<file path="config.mk">
export PLATFORM = sky130hd
export DESIGN_NAME = uart_irq_ident
export DESIGN_NICKNAME = d
export VERILOG_FILES = /design/src/rtl/uart_irq_pkg.sv /design/src/rtl/uart_irq_enable.sv /design/src/rtl/uart_irq_thre.sv /design/src/rtl/uart_irq_snapshot.sv /design/src/rtl/uart_irq_ident.sv
export SDC_FILE = /design/constraint.sdc
export NUM_CORES = 1
export LEC_CHECK = 0
export ABC_AREA = 1
export ABC_CLOCK_PERIOD_IN_PS = 800
export BUFFER_PORTS_ARGS = -buffer_cell sky130_fd_sc_hd__buf_2
export CAP_MARGIN = 40
export CORE_AREA = 2 2 39 41
export CTS_BUF_LIST = sky130_fd_sc_hd__clkbuf_8
export CTS_CLUSTER_SIZE = 10
export DETAILED_ROUTE_END_ITERATION = 6
export DIE_AREA = 0 0 41 43
export PLACE_DENSITY = 0.77
export SYNTH_ARGS = -nofsm -noshare
export SYNTH_HDL_FRONTEND = slang
export SYNTH_SLANG_ARGS = --single-unit
</file>
<file path="constraint.sdc">
create_clock -name clk -period 0.8 [get_ports clk]
set_clock_uncertainty 0.1 [all_clocks]
set_input_delay 0.24 -clock clk [delete_from_list [all_inputs] [get_ports clk]]
set_output_delay 0.24 -clock clk [all_outputs]
set_load 0.05 [all_outputs]
</file>
<file path="src/rtl/uart_irq_pkg.sv">
package uart_irq_pkg;

    localparam int REG_W   = 8;
    localparam int EN_W    = 3;
    localparam int EN_RX   = 0;
    localparam int EN_TX   = 1;
    localparam int EN_LS   = 2;

    typedef enum logic [2:0] {
        ID_NONE = 3'b000,
        ID_THRE = 3'b001,
        ID_RDA  = 3'b010,
        ID_RLS  = 3'b011,
        ID_CTI  = 3'b110
    } irq_id_e;

    typedef struct packed {
        logic line_err;
        logic rx_avail;
        logic rx_tmo;
        logic tx_empty;
    } irq_src_t;

    typedef struct packed {
        irq_id_e id;
        logic    pend_n;
    } ident_t;

    localparam ident_t IDENT_IDLE = '{id: ID_NONE, pend_n: 1'b1};

    // fixed priority: line status, then data available, timeout, transmit empty
    function automatic ident_t pick_ident(input irq_src_t s, input logic [EN_W-1:0] en);
        ident_t r;
        r = IDENT_IDLE;
        if (en[EN_LS] && s.line_err)
            r = '{id: ID_RLS, pend_n: 1'b0};
        else if (en[EN_RX] && s.rx_avail)
            r = '{id: ID_RDA, pend_n: 1'b0};
        else if (en[EN_RX] && s.rx_tmo)
            r = '{id: ID_CTI, pend_n: 1'b0};
        else if (en[EN_TX] && s.tx_empty)
            r = '{id: ID_THRE, pend_n: 1'b0};
        return r;
    endfunction

    function automatic logic id_is_legal(input logic [2:0] c);
        return (c == ID_THRE) || (c == ID_RDA) || (c == ID_RLS) || (c == ID_CTI);
    endfunction

endpackage

</file>
<file path="src/rtl/uart_irq_enable.sv">
module uart_irq_enable
    import uart_irq_pkg::*;
#(
    parameter int DATA_W = REG_W
) (
    input  logic              clk,
    input  logic              rst,
    input  logic              wr,
    input  logic [DATA_W-1:0] wdata,
    output logic [EN_W-1:0]   en
);
    always_ff @(posedge clk) begin
        if (rst)
            en <= '0;
        else if (wr)
            en <= wdata[EN_W-1:0];
    end

    assert_en_write_R1: assert property (@(posedge clk) disable iff (rst)
        wr |=> en == $past(wdata[EN_W-1:0]));
endmodule

</file>
<file path="src/rtl/uart_irq_thre.sv">
module uart_irq_thre (
    input  logic clk,
    input  logic rst,
    input  logic tx_empty,
    input  logic thr_write,
    input  logic rd_clear,
    output logic pend,
    output logic rise
);
    logic tx_prev;

    assign rise = tx_empty && !tx_prev;

    always_ff @(posedge clk) begin
        if (rst) begin
            tx_prev <= 1'b0;
            pend    <= 1'b0;
        end else begin
            tx_prev <= tx_empty;
            if (rise)
                pend <= 1'b1;
            else if (thr_write || rd_clear)
                pend <= 1'b0;
        end
    end

    assert_thre_clear_R10: assert property (@(posedge clk) disable iff (rst)
        (thr_write && !rise) |=> !pend);
    assert_thre_set_R10: assert property (@(posedge clk) disable iff (rst)
        rise |=> pend);
endmodule

</file>
<file path="src/rtl/uart_irq_snapshot.sv">
module uart_irq_snapshot
    import uart_irq_pkg::*;
(
    input  logic   clk,
    input  logic   rst,
    input  logic   hold,
    input  ident_t live,
    output ident_t ident_q
);
    always_ff @(posedge clk) begin
        if (rst)
            ident_q <= IDENT_IDLE;
        else if (!hold)
            ident_q <= live;
    end

    assert_freeze_R9: assert property (@(posedge clk) disable iff (rst)
        hold |=> ident_q == $past(ident_q));
    assert_legal_code_R6: assert property (@(posedge clk) disable iff (rst)
        (!ident_q.pend_n |-> id_is_legal(ident_q.id)) and (ident_q.pend_n |-> ident_q.id == ID_NONE));
endmodule

</file>
<file path="src/rtl/uart_irq_ident.sv">
module uart_irq_ident
    import uart_irq_pkg::*;
#(
    parameter int DATA_W = REG_W
) (
    input  logic              clk,
    input  logic              rst,
    input  logic              bus_addr,
    input  logic              bus_wr,
    input  logic              bus_rd,
    input  logic [DATA_W-1:0] bus_wdata,
    output logic [DATA_W-1:0] bus_rdata,
    input  logic              fifo_en,
    input  logic              thr_write,
    input  logic              line_err,
    input  logic              rx_avail,
    input  logic              rx_timeout,
    input  logic              tx_empty,
    output logic              irq
);
    localparam logic ADDR_EN = 1'b0;
    localparam logic ADDR_ID = 1'b1;
    localparam int   PAD_W   = DATA_W - EN_W;

    logic [EN_W-1:0] en;
    logic            thre_pend;
    logic            thre_rise;
    logic            rd_ident;
    logic            rd_clear;
    irq_src_t        src;
    ident_t          live;
    ident_t          ident_q;

    assign rd_ident = bus_rd && (bus_addr == ADDR_ID);
    assign rd_clear = rd_ident && !ident_q.pend_n && (ident_q.id == ID_THRE);

    uart_irq_enable #(.DATA_W(DATA_W)) u_enable (
        .clk   (clk),
        .rst   (rst),
        .wr    (bus_wr && (bus_addr == ADDR_EN)),
        .wdata (bus_wdata),
        .en    (en)
    );

    uart_irq_thre u_thre (
        .clk       (clk),
        .rst       (rst),
        .tx_empty  (tx_empty),
        .thr_write (thr_write),
        .rd_clear  (rd_clear),
        .pend      (thre_pend),
        .rise      (thre_rise)
    );

    always_comb begin
        src.line_err = line_err;
        src.rx_avail = rx_avail;
        src.rx_tmo   = rx_timeout;
        src.tx_empty = thre_pend || thre_rise;
        live         = pick_ident(src, en);
    end

    uart_irq_snapshot u_snap (
        .clk     (clk),
        .rst     (rst),
        .hold    (rd_ident),
        .live    (live),
        .ident_q (ident_q)
    );

    assign irq = !ident_q.pend_n;

    always_comb begin
        if (bus_addr == ADDR_EN)
            bus_rdata = {{PAD_W{1'b0}}, en};
        else
            bus_rdata = {fifo_en, fifo_en, {(DATA_W-6){1'b0}}, ident_q};
    end

    assert_rls_wins_R3: assert property (@(posedge clk) disable iff (rst)
        (!rd_ident && en[EN_LS] && line_err) |=> ident_q.id == ID_RLS);
    assert_rx_gate_R4: assert property (@(posedge clk) disable iff (rst)
        (!rd_ident && !en[EN_RX] && !(en[EN_LS] && line_err)) |=> (ident_q.id != ID_RDA) && (ident_q.id != ID_CTI));
    assert_thre_gate_R5: assert property (@(posedge clk) disable iff (rst)
        (!rd_ident && !en[EN_TX]) |=> ident_q.id != ID_THRE);
endmodule

</file>
==> results of run 1 <==
## power groups by stage
stage          sequential [W]  combinational (W)  clock [W]
6_report             0.000495           0.000463   0.000518
5_1_grt              0.000497           0.000493   0.000551
4_1_cts              0.000494           0.000417   0.000521
3_5_place_dp         0.000499           0.000319          0
3_3_place_gp         0.000498           0.000317          0
2_1_floorplan        0.000498           0.000232          0
## kinds of logic after synthesis
logic type	count (synthesis)
flip-flops	9
buffers and inverters	18
other	1
AO/OA/AOI/OAI	16
AND/OR/NAND/NOR	29
## worst max-delay path: stages, from the launching register on
cell	delay, ns
dfxtp_2	0.33
inv_2	0.04
o21ai_2	0.13
buf_6	0.18
## layout by cell type (no fill, tap or decap), types with 4 or more instances in the layout
cell,count
nor2_1,6
o21ai_1,4
buf_2,11
nand2_1,13
buf_6,12
inv_2,6
a21oi_2,6
dfxtp_2,5
inv_1,6
buf_4,7
## path summary, 6_finish.rpt
path / slack, ns / end
setup / recovery: -0.45 / bus_rdata[2]
hold / removal: 0.13 / u_thre.tx_prev$_SDFF_PP0_
setup reg to reg: -0.21 / u_snap.ident_q[0]$_SDFFE_PP1P_
hold reg to reg: 0.40 / u_thre.pend$_SDFFE_PP0P_
## per-layer routing
layer	track usage, %	routed length (µm)	up-vias
met2	32.81	825	22
met5	0	0	-
met3	3.141	64	4
met4	8.000	37	0
li1	-	-	292
met1	19.42	569	248
## metrics by stage
stage	setup TNS, ns	utilization (%)	cell area [µm²]	total power [W]
after global routing	-3.958	69.17	957.2	0.001541
after floorplan	-2.167	-	540.5	0.0007301
final	-3.448	69.17	957.2	0.001476
after detailed placement	-5.485	49.55	685.7	0.0008182
after CTS	-3.296	64.56	893.4	0.001432
after global placement	-5.290	49.55	685.7	0.0008151
## layout make-up
class	instances	area [µm²]	area share [%]
timing repair buffer	35	335.3	35.03
multi-input combinational	47	302.8	31.63
sequential	9	190.2	19.87
inverter	14	63.81	6.667
clock buffer	3	41.29	4.314
tap	16	20.02	2.092
clock inverter	1	3.754	0.3922
## what timing repair did
action | CTS | global route
cloned | 1 | 0
pin swaps | 14 | 11
resized for setup | 40 | 15
hold buffers | 0 | 0
setup buffers | 3 | 5
setup endpoints to repair | 15 | 15
## sequential cells by signal, indices dropped and copies added, names as in the netlist
register        count
u_snap.ident_q      4
u_enable.en         3
u_thre.pend         1
u_thre.tx_prev      1
==> flow_summary_export.csv, run 1 <==
group,metric,value,unit
outcome,status,"complete, but fails checks",
outcome,violations,"negative setup slack",
synth,synth-compound-area-share,18.32,%
global_routing,grt_overflow,0,
floorplan,die_h,43,µm
pwr,p_seq_share,33.5,%
floorplan,die-area,1763,µm²
synth,synth_simple_gate_area_share,25.13,%
synth,synthArstFlopShare,0,%
sta,rsz0062_at_grt,"yes",
worst_hold_path,whs_path_depth,3,
synth,syn-cell-area,478.0,µm²
synth,synth_common_cells,"18 x nand2_1, 12 x inv_1, 9 x dfxtp_1, 8 x nor2_1, 7 x a21oi_1",
pwr,clkPwrFrac,35.1,%
sta,fmax,800.0,MHz
synth,synth_most_common_cell,"nand2_1",
synth,synth_area_leaders,"dfxtp_1 38%, nand2_1 14%, inv_1 9.4%",
synth,ys_types,15,
worst_hold_path,hold_path_class,"in2reg",
worst_setup_path,cp-end-kind,"primary output",
sta,fin_crit,1.250,ns
worst_hold_path,min_from,"tx_empty",
placed_design,io_buffers,20,
sta,slew_violations,0,
synth,ys.flop_type,"dfxtp_1",
clock_network,cts_tree,"yes",
detailed_routing,wl_per_cell,11.97,µm
clock_network,clk_pin_slew,0.05,ns
worst_setup_path,r2r-start,"u_enable.en[1]$_SDFFE_PP0P_",
final_layout,drive_above_1_share,66.06,%
clock_network,cts-root-buf,"clkbuf_8",
global_routing,grt_pass1_wl,2.208,mm
clock_network,cts_buffers,3,
placed_design,gp_congestion,0.8656,
synth,synthCells,73,
pwr,pwr-share-comb,31.4,%
placed_design,place_inst,116,
sta,holdWs,0.1322,ns
sta,setup_viol,14,
synth,synth_warnings,0,
floorplan,row_count,14,
pwr,p_leak,0.4368,nW
clock_network,cts_sinks,9,
pwr,powerDensity,1542,nW/µm²
job,cap_violations,0,
floorplan,die_w,41,µm
global_routing,grt_antenna_before_repair,0,
sta,hold_violations,0,
detailed_routing,ant_nets,0,
global_routing,grt_pass1_vias,568,
final_layout,area_growth,100.3,%
placed_design,hpwl,812,µm
worst_setup_path,required,0.46,ns
detailed_routing,drc,0,
synth,synth_xor_area_share,0,%
detailed_routing,routed_wl,1.496,mm
synth,synth_adder_area_share,0,%
sta,min_period_over_period,156.3,%
pwr,p_int,0.001019,W
synth,syn_area_per_cell,6.547,µm²
floorplan,start_util,34.54,%
synth,ys_seq_elements,9,
clock_network,htree_levels,1,
synth,yosysTopAreaCellShare,37.70,%
worst_setup_path,cp.arrival,0.91,ns
pwr,vdd_drop_max,1.371,mV
pwr,switching_share,30.97,%
synth,synth_top_area_cell,"dfxtp_1",
detailed_routing,drtIter0Drc,9,
floorplan,ioPinCount,28,
final_layout,fin_nets,129,
placed_design,post-place-ws,-0.5005,ns
worst_setup_path,cp_max_fo,2,
clock_network,clk_latency,0.23,ns
pwr,switchingPower,0.0004572,W
synth,synth_top_family_by_area,"simple AND/OR/NAND/NOR gates",
worst_setup_path,cp-start-kind,"flip-flop",
sta,setup_slack,-0.4500,ns
final_layout,final_cells,125,
worst_setup_path,worstRegToRegCells,6,
detailed_routing,via_count,566,
final_layout,fillers,112,
detailed_routing,firstDrtPassIters,4,
detailed_routing,vias_per_cell,4.528,
floorplan,core,1384,µm²
synth,synth_edf_count,0,
final_layout,num_antenna_cells,0,
synth,synthMuxAreaShare,0,%
global_routing,grt_usage,18.41,%
worst_setup_path,crit_start,"u_enable.en[2]$_SDFFE_PP0P_",
global_routing,grt_start_max_net_pins,7,
clock_network,cts.path.max_buffers,2,
synth,seq_area_frac_synth,37.70,%
worst_setup_path,crit_type,"reg2out",
Note: power is estimated with default switching activity, not from simulation.
==> inputs of run 2 (changes only) <==
--- a/config.mk
+++ b/config.mk
@@ -15,6 +15,7 @@
 export DETAILED_ROUTE_END_ITERATION = 6
 export DIE_AREA = 0 0 41 43
 export PLACE_DENSITY = 0.77
+export SETUP_SLACK_MARGIN = 0.02
 export SYNTH_ARGS = -nofsm -noshare
 export SYNTH_HDL_FRONTEND = slang
 export SYNTH_SLANG_ARGS = --single-unit
==> run 2 against run 1 <==
  * The flow still finishes with violations (negative setup slack)
  * Sequential cell count unchanged
  * Register-to-register slack about the same
  * Sequential power about the same
  * Clock power about the same
  * Total power about the same
  * Core utilization up 0.27 points
  * Via count up 0.18%
  * Design area up 0.39%
  * Non-clock buffer count unchanged
  * Fmax up 0.26%
  * Critical path depth unchanged
  * Critical path type unchanged
==> flow_summary_export.csv, run 2 (synthesis gave the netlist of run 1 again) <==
group,metric,value,unit
outcome,status,"complete, but fails checks",
outcome,violations,"negative setup slack",
final_layout,area_growth,101.0,%
detailed_routing,ant_nets,0,
detailed_routing,wl_per_cell,11.96,µm
sta,holdWs,0.1333,ns
clock_network,cts_sinks,9,
final_layout,largest_register,"u_snap.ident_q",
final_layout,top_regs,"u_snap.ident_q x4, u_enable.en x3",
clock_network,clk_pin_slew,0.04,ns
clock_network,clk_latency,0.23,ns
floorplan,row_count,14,
final_layout,final_cells,125,
floorplan,die_w,41,µm
floorplan,core,1384,µm²
global_routing,grt_antenna_before_repair,0,
sta,fmax,802.1,MHz
clock_network,cts_tree,"yes",
placed_design,post-place-ws,-0.5005,ns
global_routing,grt_overflow,0,
final_layout,fin_nets,129,
detailed_routing,drtIter0Drc,9,
worst_hold_path,hold_path_class,"in2reg",
sta,setup_viol,14,
sta,fin_crit,1.247,ns
worst_setup_path,cp-start-kind,"flip-flop",
global_routing,grt_start_max_net_pins,7,
worst_setup_path,cp_max_fo,2,
sta,setup_tns,-3.454,ns
global_routing,grt_usage,18.41,%
pwr,powerDensity,1536,nW/µm²
sta,hold_violations,0,
placed_design,place_inst,116,
final_layout,num_antenna_cells,0,
placed_design,hpwl,812,µm
clock_network,postCtsHoldBufs,0,
final_layout,largest_reg_flops,4,
job,cap_violations,0,
final_layout,fillers,112,
global_routing,grt_pass1_wl,2.208,mm
detailed_routing,via_count,567,
floorplan,start_util,34.54,%
sta,min_period_over_period,155.8,%
worst_setup_path,cp.arrival,0.91,ns
sta,rsz0062_at_grt,"yes",
placed_design,io_buffers,20,
placed_design,gp_congestion,0.8656,
sta,setup_slack,-0.4467,ns
pwr,p_leak,0.4379,nW
detailed_routing,firstDrtPassIters,4,
worst_setup_path,required,0.46,ns
clock_network,cts_buffers,3,
floorplan,ioPinCount,28,
clock_network,cts.path.max_buffers,2,
final_layout,drive_above_1_share,66.97,%
pwr,vdd_drop_max,1.374,mV
floorplan,die_h,43,µm
detailed_routing,vias_per_cell,4.536,
worst_setup_path,cp-end-kind,"primary output",
clock_network,cts-root-buf,"clkbuf_8",
clock_network,htree_levels,1,
sta,slew_violations,0,
final_layout,final_cell_mix,"13 x nand2_1, 12 x buf_6, 11 x buf_2, 7 x buf_4",
detailed_routing,routed_wl,1.495,mm
floorplan,die-area,1763,µm²
final_layout,layout_commonest_cell,"nand2_1",
global_routing,grt_pass1_vias,568,
detailed_routing,drc,0,
worst_setup_path,crit_type,"reg2out",
run 2: cell types whose count changed in the layout (fill, tap and decap cells not counted):
cell     previous run  this run
o21ai_1             4         3
o21ai_2             2         3
run 2: layer usage:
metal	wire [µm]	global-route usage, %
met5	0	0
met4	42	8.000
met3	56	3.141
met2	830	32.81
met1	566	19.42
run 2: cell type report:
type / instances / area (µm²) / share of cell area, %
Clock buffer: 3 / 41.29 / 4.297
Timing Repair Buffer: 35 / 335.3 / 34.90
Multi-Input combinational cell: 47 / 306.5 / 31.90
Clock inverter: 1 / 3.754 / 0.3906
Inverter: 14 / 63.81 / 6.641
Sequential cell: 9 / 190.2 / 19.79
Tap cell: 16 / 20.02 / 2.083
run 2: final timing paths:
check	startpoint	end	slack (ns)	cells after the start
min reg2reg	u_thre.tx_prev$_SDFF_PP0_	u_thre.pend$_SDFFE_PP0P_	0.40	3
max reg2reg	u_enable.en[1]$_SDFFE_PP0P_	u_snap.ident_q[0]$_SDFFE_PP1P_	-0.20	6
max	u_enable.en[2]$_SDFFE_PP0P_	bus_rdata[2]	-0.45	3
min	tx_empty	u_thre.tx_prev$_SDFF_PP0_	0.13	3
run 2: repair_timing:
item	in CTS	in global routing
pin swaps	14	11
gates cloned	1	0
endpoints found under the setup margin	15	15
buffers inserted	3	5
gates resized for setup	40	16
run 2: power by group:
group / switching (W) / internal [W] / total [W] / leakage (nW)
Clock: 0.000182 / 0.000334 / 0.000516 / 0.0269
Combinational: 0.000258 / 0.000207 / 0.000465 / 0.335
Sequential: 0.0000165 / 0.000479 / 0.000495 / 0.0760
run 2: stage by stage:
step / area (µm²) / util (%) / total power [W]
2_1_floorplan: 540.5 / - / 0.0007301
3_3_place_gp: 685.7 / 49.55 / 0.0008151
3_5_place_dp: 685.7 / 49.55 / 0.0008182
4_1_cts: 893.4 / 64.56 / 0.001432
5_1_grt: 960.9 / 69.44 / 0.001544
6_report: 960.9 / 69.44 / 0.001476
run 2: worst max-delay path, cell delays in order, from the launching register on:
cell	delay [ns]
dfxtp_2	0.33
inv_2	0.04
o21ai_2	0.13
buf_6	0.18
